### src/rtl/i2s_xcvr.sv
module i2s_xcvr #(
  parameter int DIVW  = 7,
  parameter int WORDW = 32
) (
  input  logic             clk,
  input  logic             rst_n,
  input  logic             tx_en,
  input  logic             rx_en,
  input  logic             loopback,
  input  logic [DIVW-1:0]  tx_div,
  input  logic [DIVW-1:0]  rx_div,
  input  logic [WORDW-1:0] tx_data,
  input  logic             tx_valid,
  output logic             tx_ready,
  output logic             tx_sclk,
  output logic             tx_ws,
  output logic             tx_sd,
  output logic [WORDW-1:0] rx_data,
  output logic             rx_valid,
  output logic             rx_sclk,
  output logic             rx_ws,
  input  logic             rx_sd
);

  localparam int HALF = WORDW / 2;
  localparam int BCW  = $clog2(WORDW);
  localparam logic [BCW-1:0] LAST = BCW'(WORDW - 1);

  function automatic logic [BCW-1:0] next_slot(input logic [BCW-1:0] b);
    return (b == LAST) ? '0 : b + 1'b1;
  endfunction

  function automatic logic right_slot(input logic [BCW-1:0] b);
    return (b >= BCW'(HALF - 1)) && (b <= BCW'(WORDW - 2));
  endfunction

  // transmit path
  logic [DIVW-1:0]  tx_n, tx_cnt;
  logic [BCW-1:0]   tx_bc;
  logic [WORDW-1:0] tx_sh;
  logic             tx_tick, tx_fall;

  assign tx_n     = (tx_div == '0) ? DIVW'(1) : tx_div;
  assign tx_tick  = tx_cnt >= tx_n - 1'b1;
  assign tx_fall  = tx_tick & tx_sclk;
  assign tx_ready = tx_en & tx_fall & (tx_bc == LAST);
  assign tx_sd    = tx_sh[WORDW-1];

  always_ff @(posedge clk or negedge rst_n) begin
    if (!rst_n) begin
      tx_cnt  <= '0;
      tx_sclk <= 1'b0;
      tx_ws   <= 1'b0;
      tx_bc   <= LAST;
      tx_sh   <= '0;
    end else if (!tx_en) begin
      tx_cnt  <= '0;
      tx_sclk <= 1'b0;
      tx_ws   <= 1'b0;
      tx_bc   <= LAST;
      tx_sh   <= '0;
    end else begin
      tx_cnt <= tx_tick ? '0 : tx_cnt + 1'b1;
      if (tx_tick) tx_sclk <= ~tx_sclk;
      if (tx_fall) begin
        tx_bc <= next_slot(tx_bc);
        tx_ws <= right_slot(next_slot(tx_bc));
        tx_sh <= (tx_bc == LAST) ? (tx_valid ? tx_data : '0)
                                 : {tx_sh[WORDW-2:0], 1'b0};
      end
    end
  end

  // receive path
  logic [DIVW-1:0]  rx_n, rx_cnt;
  logic [BCW-1:0]   rx_bc;
  logic [WORDW-1:0] rx_sr;
  logic             rx_tick, rx_fall, rx_rise, rx_din, rx_primed;

  assign rx_n    = (rx_div == '0) ? DIVW'(1) : rx_div;
  assign rx_tick = rx_cnt >= rx_n - 1'b1;
  assign rx_fall = rx_tick & rx_sclk;
  assign rx_rise = rx_tick & ~rx_sclk;
  assign rx_din  = loopback ? tx_sd : rx_sd;

  always_ff @(posedge clk or negedge rst_n) begin
    if (!rst_n) begin
      rx_cnt    <= '0;
      rx_sclk   <= 1'b0;
      rx_ws     <= 1'b0;
      rx_bc     <= LAST;
      rx_sr     <= '0;
      rx_primed <= 1'b0;
      rx_valid  <= 1'b0;
      rx_data   <= '0;
    end else if (!rx_en) begin
      rx_cnt    <= '0;
      rx_sclk   <= 1'b0;
      rx_ws     <= 1'b0;
      rx_bc     <= LAST;
      rx_primed <= 1'b0;
      rx_valid  <= 1'b0;
    end else begin
      rx_valid <= 1'b0;
      rx_cnt   <= rx_tick ? '0 : rx_cnt + 1'b1;
      if (rx_tick) rx_sclk <= ~rx_sclk;
      if (rx_fall) begin
        rx_bc <= next_slot(rx_bc);
        rx_ws <= right_slot(next_slot(rx_bc));
      end
      if (rx_rise) begin
        rx_sr <= {rx_sr[WORDW-2:0], rx_din};
        if (rx_bc == '0) rx_primed <= 1'b1;
        if (rx_bc == LAST && rx_primed) begin
          rx_data  <= {rx_sr[WORDW-2:0], rx_din};
          rx_valid <= 1'b1;
        end
      end
    end
  end

endmodule

### config.mk
export PLATFORM = sky130hd
export DESIGN_NAME = i2s_xcvr
export DESIGN_NICKNAME = d
export VERILOG_FILES = /design/src/rtl/i2s_xcvr.sv
export SDC_FILE = /design/constraint.sdc
export NUM_CORES = 1
export LEC_CHECK = 0
export ABC_AREA = 1
export BUFFER_PORTS_ARGS = -buffer_cell sky130_fd_sc_hd__clkbuf_2
export CAP_MARGIN = 5
export CELL_PAD_IN_SITES_DETAIL_PLACEMENT = 0
export CELL_PAD_IN_SITES_GLOBAL_PLACEMENT = 1
export CORE_MARGIN = 2
export CORE_UTILIZATION = 46
export CTS_CLUSTER_SIZE = 20
export DETAILED_ROUTE_END_ITERATION = 12
export PLACE_DENSITY = 0.86
export SLEW_MARGIN = 0
export SYNTH_ARGS = -nofsm -noshare
export SYNTH_HDL_FRONTEND = slang
export SYNTH_SLANG_ARGS = --single-unit
### constraint.sdc
create_clock -name clk -period 4.58 [get_ports clk]
set_input_delay 0 -clock clk [delete_from_list [all_inputs] [get_ports clk]]
set_output_delay 0 -clock clk [all_outputs]
set_load 0.01 [all_outputs]
======== Word level (Yosys, flattened, before mapping) ========
Cells that the tools add are included.
word-level totals
  register bits after elaboration ......... 125
  input bits .............................. 53
  output and inout bits ................... 39
operators by class
  $add $sub $neg .......................... 6
  magnitude comparators ................... 6
  eq/ne operators ......................... 8
  multiplexer cells ....................... 31
  bitwise gates (word level) .............. 7
  reductions and logical operators ........ 9
operators by type and width
  cell                 number
  $mux 32              4
  $mux 7               6
  $mux 5               6
  $mux 1               15
  $add 7x1->7 const B  2
  $ge 7x7->1           2
  $logic_not 7->1      2
  $sub 7x1->7 const B  2
  $ne 2x1->1 const B   6
  $add 5x1->5 const B  2
  $eq 5x5->1 const B   2
  $ge 5x4->1 const B   2
  $le 5x5->1 const B   2
  $and 1x1->1          5
  $logic_not 5->1      1
  $reduce_and 2->1     2
  $logic_and 1x1->1    3
  $reduce_and 3->1     1
  $not 1->1            2

======== Depth between registers and ports, before layout ========
Gate-level depths: netlist (run 1).
  word-level depth ........................ 7
  mapped depth ............................ 17

======== Worst setup path after synthesis (run 1) ========
No wires, ideal clock.
  kind .................................... input to register
  start ................................... in rx_div[1]
  end ..................................... reg rx_sr[21]
  library setup time ...................... 116 ps
  arrival ................................. 1,937 ps
  required time ........................... 4,464 ps
  path slack .............................. 2,526 ps
  cell stages on the path ................. 16
  cell sequence ........................... nor2_1 -> nand3_1 -> nand2_1 -> inv_1 -> ha_1 -> nand2_1 -> nor3_1 -> xnor2_1 -> ha_1 -> a21o_1 -> nor2_2 -> nand3_4 -> buf_4 -> buf_6 -> nand3_1 -> nand2_1
on the way
  word-level cells in the longest chain between the ends .. 6
RTL lines
  item                            RTL line  RTL
  start: declaration              11        input logic [DIVW-1:0] rx_div,
  $logic_not 7->1                 80        assign rx_n = (rx_div == '0) ? DIVW'(1) : rx_div;
  $mux 7 (*)                      80
  $sub 7x1->7 (*)                 81        assign rx_tick = rx_cnt >= rx_n - 1'b1;
  $ge 7x7->1 (*)                  81
  $and 1x1->1 (*)                 83        assign rx_rise = rx_tick & ~rx_sclk;
  $reduce_and 2->1 (no line) (*)  -
  end signal: assignment          112       rx_sr <= {rx_sr[WORDW-2:0], rx_din};
  end: declaration                77        logic [WORDW-1:0] rx_sr;
Mark *: on every way between the ends. The rest lies on a longest branch, timed or not.
A chain may end at the register's enable or synchronous reset.

======== Worst setup path after layout (run 1) ========
  start ................................... in tx_div[4]
  end ..................................... reg tx_sh[19]
on the way
  word-level cells in the longest chain between the ends .. 6
RTL lines
  item                      RTL line  RTL
  start: declaration        10        input logic [DIVW-1:0] tx_div,
  $logic_not 7->1           43        assign tx_n = (tx_div == '0) ? DIVW'(1) : tx_div;
  $mux 7 (*)                43
  $sub 7x1->7 (*)           44        assign tx_tick = tx_cnt >= tx_n - 1'b1;
  $ge 7x7->1 (*)            44
  $and 1x1->1 (*)           45        assign tx_fall = tx_tick & tx_sclk;
  $ne 2x1->1 (no line) (*)  -
  end signal: assignment    68        tx_sh <= (tx_bc == LAST) ? (tx_valid ? tx_data : '0)
  end: declaration          40        logic [WORDW-1:0] tx_sh;
Marks and branches as above.

==> results.yml, run 1 <==
grt:
  grt_antenna_before_repair: 0
  grt_usage: 0.210
  grt-ovfl-total: 0
  grt_pass1_vias: 5492
  grt_pass1_wl_um: 24900
  grt_max_degree: 84
clock_tree:
  clockBufferDepth: 2
  numCtsBuffers: 17
  h-tree-depth: 4
  post_cts_buffers: 0
  path_clk_slew_ns: 0.05
  clkSinkCount: 125
  cts_tree: "built"
  clkLatencyLatePin_ns: 0.41
  cts-root-buf: "clkbuf_16"
synthesis:
  synthDistinctLibCells: 30
  yosysSeqAreaShare: 0.490
  synthTopCellsByCount: "nand2_1 (329), nand3_1 (125), dfrtp_1 (115)"
  ys_ff_latch: 125
  synth_area_leaders: "dfrtp_1 (45%), nand2_1 (19%), nand3_1 (9.8%)"
  ys.flop_type: "dfrtp_1"
  ys_warn_count: 0
  yosysMostFrequentCell: "nand2_1"
  synthesis.area_um2: 6410
  synth_edf_count: 0
  netlist.area_leader.share: 0.449
  avgSynthCellArea_um2: 7.91
  synthCells: 810
  syn_nets: 886
  async_flop_share: 1.00
  yosys.area.top_type: "dfrtp_1"
sta:
  fmax_mhz: 352
  tns_ns: 0
  finalMaxSlewViolations: 0
  setup_slack_ns: 1.74
  min_period_ns: 2.84
  max_slew_margin: 0.304
  rsz0062_at_grt: "false"
  final_hold_viol_count: 0
  fin_crit_sh: 0.619
  fin_hold_ws_ns: 0.0108
  setup_viol: 0
  tightest_slew_ns: 1.04
  fin_skew_ns: 0.00841
power_and_ir_drop:
  p_leak_nw: 4.41
  ir_drop_mv: 0.255
  power_density_nw_per_um2: 354
finish:
  fillers: 1256
  drive_gt1_frac: 0.165
  area_delta_synth_final_pct: 22.6
  num_antenna_cells: 0
  nets: 991
setup_path:
  r2r-start: "tx_cnt[2]$_DFF_PN0_"
  r2r_cells: 9
  cp-start-kind: "primary input"
  criticalPathCategory: "in2reg"
  cp.arrival_ns: 3.18
  worstReg2RegEnd: "tx_sh[19]$_DFFE_PN0P_"
  r2r_slack_ns: 1.78
  critical_path_required_ns: 4.93
  worst_setup_path_end_kind: "flop"
  critPathMaxFanout: 40
die:
  die_h_um: 122
  fp.dieW_um: 122
  design.die.area_um2: 14900
  pin_count: 92
  coreArea_um2: 13700
  start_util: 0.467
  core.rowCount: 43
min_path:
  whs_path_depth: 4
  hold_end: "rx_sr[0]$_DFFE_PN0P_"
  min-delay-start: "loopback"
  hp-class: "in2reg"
routing:
  via_count: 5624
  drt-wirelength-per-cell_um: 13.1
  drt-vias-per-instance: 5.08
  drc: 0
  drt_iter0_drc: 418
  postRouteAntennaNets: 0
  drt_pass1_iterations: 5
  routed_wl_um: 14500
placed_design:
  gp_congestion: 0.790
  pre_cts_slack_ns: 1.35
  hpwl_um: 9180
  numPortBuffers: 91
flow_run:
  max_cap_violations: 0
outcome:
  status: "complete, no violations"
## metrics by stage
| step | cell area (um2) | power (mW) | instances | utilization |
|---|---|---|---|---|
| floorplan | 6410 | 1.34 | 810 | - |
| global placement | 6910 | 1.42 | 1041 | 0.503 |
| detailed placement | 6910 | 1.43 | 1041 | 0.503 |
| CTS | 7850 | 2.81 | 1107 | 0.572 |
| global route | 7850 | 2.91 | 1107 | 0.572 |
| finish | 7850 | 2.78 | 1107 | 0.572 |
## area by class of cell
cell class,count,area (um2),area share
sequential,125,3140,0.400
inverter,37,139,0.0177
clock inverter,14,170,0.0217
multi-input combinational,602,2900,0.369
timing repair buffer,132,853,0.109
clock buffer,17,425,0.0542
tap,180,225,0.0287
## report_power, final
group / internal (mW) / switching [mW]
clock: 0.851 / 0.492
sequential: 1.14 / 0.0271
combinational: 0.105 / 0.165
total: 2.10 / 0.684
## worst max-delay path by stage
| stage | from | to | depth (start not counted) |
|---|---|---|---|
| final | tx_div[4] | tx_sh[19]$_DFFE_PN0P_ | 16 |
| after global routing | tx_div[4] | tx_sh[24]$_DFFE_PN0P_ | 16 |
| after CTS | tx_div[4] | tx_sh[19]$_DFFE_PN0P_ | 16 |
| after detailed placement | tx_div[4] | tx_sh[19]$_DFFE_PN0P_ | 16 |
| after global placement | tx_div[4] | tx_sh[29]$_DFFE_PN0P_ | 16 |
| after floorplan | rx_div[1] | rx_sr[21]$_DFFE_PN0P_ | 16 |
## worst max-delay path: stages
cell and delay, ns:
clkbuf_2 0.11, nor2_1 0.15, nand3_1 0.09, nand2_1 0.08, inv_1 0.08, ha_1 0.22, xnor2_1 0.15, ha_1 0.32
nand2_1 0.06, nor2_1 0.12, nand3_1 0.12, nand3_2 0.13, nand2_2 0.47, nor2_4 0.81, nand2_1 0.13, nand2_1 0.10
## cells in the final DEF, fill, tap and decap left out, types with 17 or more instances in the layout
cell and count:
ha_1 23, nand3_1 125, nor2_1 37, dfrtp_1 115
nand4_1 36, inv_1 36, clkbuf_2 90, dlygate4sd3_1 35
clkbuf_16 17, nand2_1 329
## registers in the layout (all words and copies together) (netlist names)
register / count
rx_data: 32
tx_sh: 32
rx_sr: 31
rx_cnt: 7
tx_cnt: 7
rx_bc: 5
tx_bc: 5
rx_primed: 1
rx_sclk: 1
rx_valid: 1
rx_ws: 1
tx_sclk: 1
tx_ws: 1
## timing repair
| item | in CTS | in global routing |
|---|---|---|
| resized for setup | 0 | 0 |
| endpoints found under the hold margin | 122 | 0 |
| hold buffers | 35 | 0 |
## cells by family after synthesis
group | after synthesis | share of synthesized area
DFF | 125 | 0.490
AOI/OAI and AO/OA | 12 | 0.0104
adders and majority gates | 23 | 0.0449
muxes | 1 | 0.00176
xor gates and xnor gates | 16 | 0.0219
buffers and inverters | 83 | 0.0580
and+or+nand+nor | 550 | 0.373
## routing by layer
| metal | GRT usage | vias to the layer above | wire length (um) |
|---|---|---|---|
| li1 | - | 2836 | - |
| met1 | 0.253 | 2657 | 6460 |
| met2 | 0.362 | 114 | 7280 |
| met3 | 0.0613 | 17 | 617 |
| met4 | 0.0647 | 0 | 163 |
| met5 | 0 | - | 0 |
Note: power is estimated with default switching activity, not from simulation.
==> run 2: changes to the inputs <==
Settings changed: CORE_UTILIZATION 46 to 38, PLACE_DENSITY 0.86 to 0.76.
Clock period 4.58 ns to 2.39 ns, I/O delays scaled along.
==> results.yml, run 2 (same netlist as run 1, synthesis figures left out) <==
grt:
  grt_antenna_before_repair: 0
  grt_pass1_wl_um: 25800
  grt_usage: 0.177
  grt_max_degree: 82
  grt-ovfl-total: 0
  grt_pass1_vias: 5441
finish:
  final_common_cell: "nand2_1"
  multi_input_area_um2: 2910
  reg_top3: "rx_data: 32 flops, tx_sh: 32 flops, rx_sr: 31 flops"
  area_delta_synth_final_pct: 27.2
  post-route-util: 0.493
  nets: 1016
  drive_gt1_frac: 0.188
  num_antenna_cells: 0
  finalNonFillerCells: 1173
  fillers: 1644
  seqCellArea_um2: 3140
  final_cell_mix: "nand2_1 (329), nand3_1 (125), dfrtp_1 (115)"
die:
  die_h_um: 134
  core.rowCount: 47
  pin_count: 92
  coreArea_um2: 16500
  design.die.area_um2: 17900
  start_util: 0.388
  fp.dieW_um: 134
setup_path:
  worst_setup_path_end_kind: "output pin"
  critPathMaxFanout: 32
  criticalPathCategory: "reg2out"
  cp.arrival_ns: 2.24
  cp-start-kind: "flop"
  critical_path_required_ns: 2.39
sta:
  rsz0062_at_grt: "false"
  tns_ns: 0
  setup_slack_ns: 0.149
  min_period_ns: 2.24
  fin_crit_sh: 0.938
  final_hold_viol_count: 0
  finalMaxSlewViolations: 0
  fin_skew_ns: 0.00900
  max_slew_margin: 0.487
  fmax_mhz: 446
  setup_viol: 0
  tightest_slew_ns: 0.769
clock_tree:
  clockBufferDepth: 2
  h-tree-depth: 4
  post_cts_buffers: 0
  numCtsBuffers: 17
  cts-root-buf: "clkbuf_16"
  clkSinkCount: 125
  path_clk_slew_ns: 0.06
  clkLatencyLatePin_ns: 0.41
  cts_tree: "built"
placed_design:
  hpwl_um: 9980
  gp_congestion: 0.787
  pre_cts_slack_ns: -0.0888
  numPortBuffers: 91
  dp_cells: 1105
min_path:
  hp-class: "in2reg"
routing:
  via_count: 5567
  drt-wirelength-per-cell_um: 13.0
  drc: 0
  drt_iter0_drc: 319
  drt-vias-per-instance: 4.75
  routed_wl_um: 15200
  drt_pass1_iterations: 4
  postRouteAntennaNets: 0
power_and_ir_drop:
  ir_drop_mv: 0.502
  p_leak_nw: 4.55
  total_power_mw: 5.43
  power_density_nw_per_um2: 666
outcome:
  status: "complete, no violations"
flow_run:
  max_cap_violations: 0
==> run 2: cell count changes in the layout (fill, tap and decap cells not counted), sizes merged <==
cell | previous run | this run
buf | 7 | 31
clkbuf | 107 | 110
inv | 38 | 39
nor2 | 41 | 42
clkinv | 6 | 3
==> run 2: power by group <==
group / switching, mW / internal [mW]
sequential: 0.0495 / 2.19
clock: 0.951 / 1.70
combinational: 0.318 / 0.221
total: 1.32 / 4.11
==> run 2: per-stage QoR <==
stage               area (um2)  hold slack (ns)
global placement          7170           -0.171
CTS                       8140           0.0171
finish                    8150           0.0153
global route              8150           0.0213
detailed placement        7170           -0.168
floorplan                 6410           -0.296
==> run 2: final timing paths <==
check | depth (start not counted) | slack, ns | endpoint | start
worst max register to register | 9 | 0.27 | tx_sh[21]$_DFFE_PN0P_ | tx_cnt[2]$_DFF_PN0_
min in group asynchronous | 3 | 0.16 | tx_sh[31]$_DFFE_PN0P_ | rst_n
worst min register to register | 2 | 0.47 | rx_data[21]$_DFFE_PN0P_ | rx_data[21]$_DFFE_PN0P_
worst max-delay path | 8 | 0.15 | tx_ready | tx_bc[0]$_DFFE_PN1P_
worst min-delay path | 4 | 0.02 | rx_sr[0]$_DFFE_PN0P_ | rx_sd
max in group asynchronous | 3 | 1.55 | tx_sh[22]$_DFFE_PN0P_ | rst_n
==> run 2: layout make-up <==
class / count / area share
Clock buffer: 20 / 0.0560
Clock inverter: 12 / 0.0197
Tap cell: 220 / 0.0338
Multi-Input combinational cell: 603 / 0.357
Inverter: 37 / 0.0170
Timing Repair Buffer: 156 / 0.131
Sequential cell: 125 / 0.385
==> run 2: per-layer routing <==
metal / vias up / wire length, um / part of all wire / GRT usage
met4: 0 / 152 / 0.010 / 0.0461
met2: 93 / 6700 / 0.44 / 0.276
met5: - / 0 / 0 / 0
met3: 17 / 566 / 0.037 / 0.0420
met1: 2570 / 7780 / 0.51 / 0.248
li1: 2887 / - / - / -
==> run 2: timing repair <==
| item | CTS | global route |
|---|---|---|
| gates resized for setup | 0 | 1 |
| endpoints found under the hold margin | 153 | 0 |
| endpoints found under the setup margin | 0 | 2 |
| hold buffers | 35 | 0 |
==> run 2: critical path: stages (launching register included) <==
cell and delay, ns:
dfstp_2 0.58, ha_1 0.19, nand2_1 0.06, nor2_1 0.11
ha_2 0.28, inv_1 0.07, buf_4 0.24, nor2_1 0.15
clkbuf_2 0.14
==> run 3: changes to the inputs <==
Settings changed: BUFFER_PORTS_ARGS -buffer_cell sky130_fd_sc_hd__clkbuf_2 to not set, CORE_UTILIZATION 38 to 42, DONT_BUFFER_PORTS set to 1, PLACE_DENSITY 0.76 to 0.75.
==> results.yml, run 3 (same netlist as run 1, synthesis figures left out) <==
power_and_ir_drop:
  p_leak_nw: 4.12
  ir_drop_mv: 0.488
  power_density_nw_per_um2: 701
  total_power_mw: 5.31
die:
  coreArea_um2: 15000
  start_util: 0.426
  fp.dieW_um: 128
  pin_count: 92
  die_h_um: 128
  core.rowCount: 45
  design.die.area_um2: 16300
clock_tree:
  clkLatencyLatePin_ns: 0.41
  cts_tree: "built"
  h-tree-depth: 4
  clockBufferDepth: 2
  clkSinkCount: 125
  cts-root-buf: "clkbuf_16"
  ctsHoldBuffers: 39
  numCtsBuffers: 17
  path_clk_slew_ns: 0.06
sta:
  tightest_slew_ns: 0.980
  final_hold_viol_count: 125
  fin_skew_ns: 0.00677
  finalMaxSlewViolations: 0
  fmax_mhz: 448
  fin_hold_ws_ns: -0.709
  max_slew_margin: 0.344
  min_period_ns: 2.23
  setup_viol: 0
  fin_crit_sh: 0.933
grt:
  grt-ovfl-total: 0
  grt_max_degree: 126
  grt_usage: 0.186
  met2_usage: 0.311
  grt_pass1_vias: 5142
  grt_antenna_before_repair: 0
  grt_util_met3: 0.0607
  grt_busiest_layer: "met2"
  grt_pass1_wl_um: 24300
  met1_usage: 0.229
setup_path:
  worst_setup_path_end_kind: "flop"
  cp.arrival_ns: 2.58
  worstReg2RegEnd: "tx_bc[0]$_DFFE_PN1P_"
  critPathMaxFanout: 8
  crit_buf_inv: 2
  crit_cells: 10
  crit_family: "buffers and inverters"
  path_common_cell: "nand2_1"
  criticalPathCategory: "reg2reg"
  r2r_slack_ns: 0.16
  r2r-start: "tx_cnt[2]$_DFF_PN0_"
  r2r_cells: 10
  cp-start-kind: "flop"
  max_stage_delay_ns: 0.56
  critPathSlowestCell: "dlygate4sd3_1"
  critical_path.cell_chain: "ha_1 > a21oi_1 > nand2_1 > nand2_1 > nand3_2 > nand2_4 > buf_4 > nand3_1 > dlygate4sd3_1 > nand2_1"
  critical_path_required_ns: 2.74
routing:
  drt_iter0_drc: 277
  drt-wirelength-per-cell_um: 13.8
  postRouteAntennaNets: 0
  drt_pass1_iterations: 4
  drc: 0
  drt-vias-per-instance: 5.07
  routed_wl_um: 14300
  via_count: 5277
finish:
  drive_gt1_frac: 0.0879
  num_antenna_cells: 0
  nets: 916
  post-route-util: 0.504
  area_delta_synth_final_pct: 18.2
  reg_top3: "rx_data: 32 flops, tx_sh: 32 flops, rx_sr: 31 flops"
  final_common_cell: "nand2_1"
  final_cell_mix: "nand2_1 (329), nand3_1 (125), dfrtp_1 (115)"
placed_design:
  numPortBuffers: 0
  gp_congestion: 0.734
  hpwl_um: 9140
min_path:
  hp-class: "in2async"
flow_run:
  max_cap_violations: 0
outcome:
  status: "finished, violations left"
  violations: "negative hold slack"
[run 3: cell types whose count changed in the layout (fill, tap and decap cells not counted)]
cell           before  now
ha_2                1    0
clkinvlp_4          4    2
nand2_4             0    1
buf_4              28   17
clkinv_2            1    3
clkinv_4            2    3
nand2_2             3    2
nor2_2              3    2
dlygate4sd3_1      35   38
ha_1               22   23
buf_12              3    2
clkbuf_2           90    0
clkbuf_8            2    1
[run 3: worst register-to-register path, cell delays in order (launching register included)]
cell and delay [ns]:
dfrtp_1 0.42, ha_1 0.34, a21oi_1 0.15, nand2_1 0.07
nand2_1 0.10, nand3_2 0.13, nand2_4 0.11, buf_4 0.17
nand3_1 0.07, dlygate4sd3_1 0.56, nand2_1 0.07
[run 3: metal layers]
| layer | share of wire | wire length [um] | up-vias |
|---|---|---|---|
| met5 | 0 | 0 | - |
| met4 | 0.0087 | 125 | 0 |
| met3 | 0.045 | 644 | 7 |
| met2 | 0.50 | 7100 | 89 |
| met1 | 0.45 | 6460 | 2490 |
| li1 | - | - | 2691 |
[run 3: area by class of cell]
class                   instances  area [um2]
fillers                      1434        7460
flip-flops and latches        125        3140
multi-input cells             602        2900
repair buffers                 57         548
clock buffers                  19         443
well taps                     188         235
clock inverters                13         164
inverters                      37         139
[run 3: power breakdown]
group,switching [mW],internal [mW]
clock network,0.963,1.67
logic,0.252,0.183
registers,0.0553,2.19
[run 3: repair_timing]
| action | CTS | global route |
|---|---|---|
| endpoints found under the hold margin | 188 | 125 |
| endpoints found under the setup margin | 0 | 1 |
| resized for setup | 0 | 1 |
| buffers inserted | 0 | 2 |
[run 3: how the worst max path moves through the flow]
stage                            end           startpoint  slack [ns]
2_1_floorplan  rx_sr[21]$_DFFE_PN0P_            rx_div[1]        0.34
3_3_place_gp   tx_sh[16]$_DFFE_PN0P_            tx_div[4]        0.08
3_5_place_dp    tx_sh[9]$_DFFE_PN0P_            tx_div[4]       -0.04
4_1_cts         tx_bc[0]$_DFFE_PN1P_  tx_cnt[2]$_DFF_PN0_        0.16
5_1_grt         tx_bc[0]$_DFFE_PN1P_            tx_div[4]       -0.01
6_report        tx_bc[0]$_DFFE_PN1P_  tx_cnt[2]$_DFF_PN0_        0.16
[run 3: stage by stage]
step	area [um2]	setup TNS, ns	hold slack [ns]	instances	setup slack (ns)
final	7570	0	-0.709	1041	0.160
after global routing	7570	-0.0147	-0.747	1041	-0.0147
after CTS	7550	0	-0.740	1039	0.158
after detailed placement	6550	-0.379	-0.290	968	-0.0379
after global placement	6550	0	-0.290	968	0.0794
after floorplan	6410	0	-0.296	810	0.336
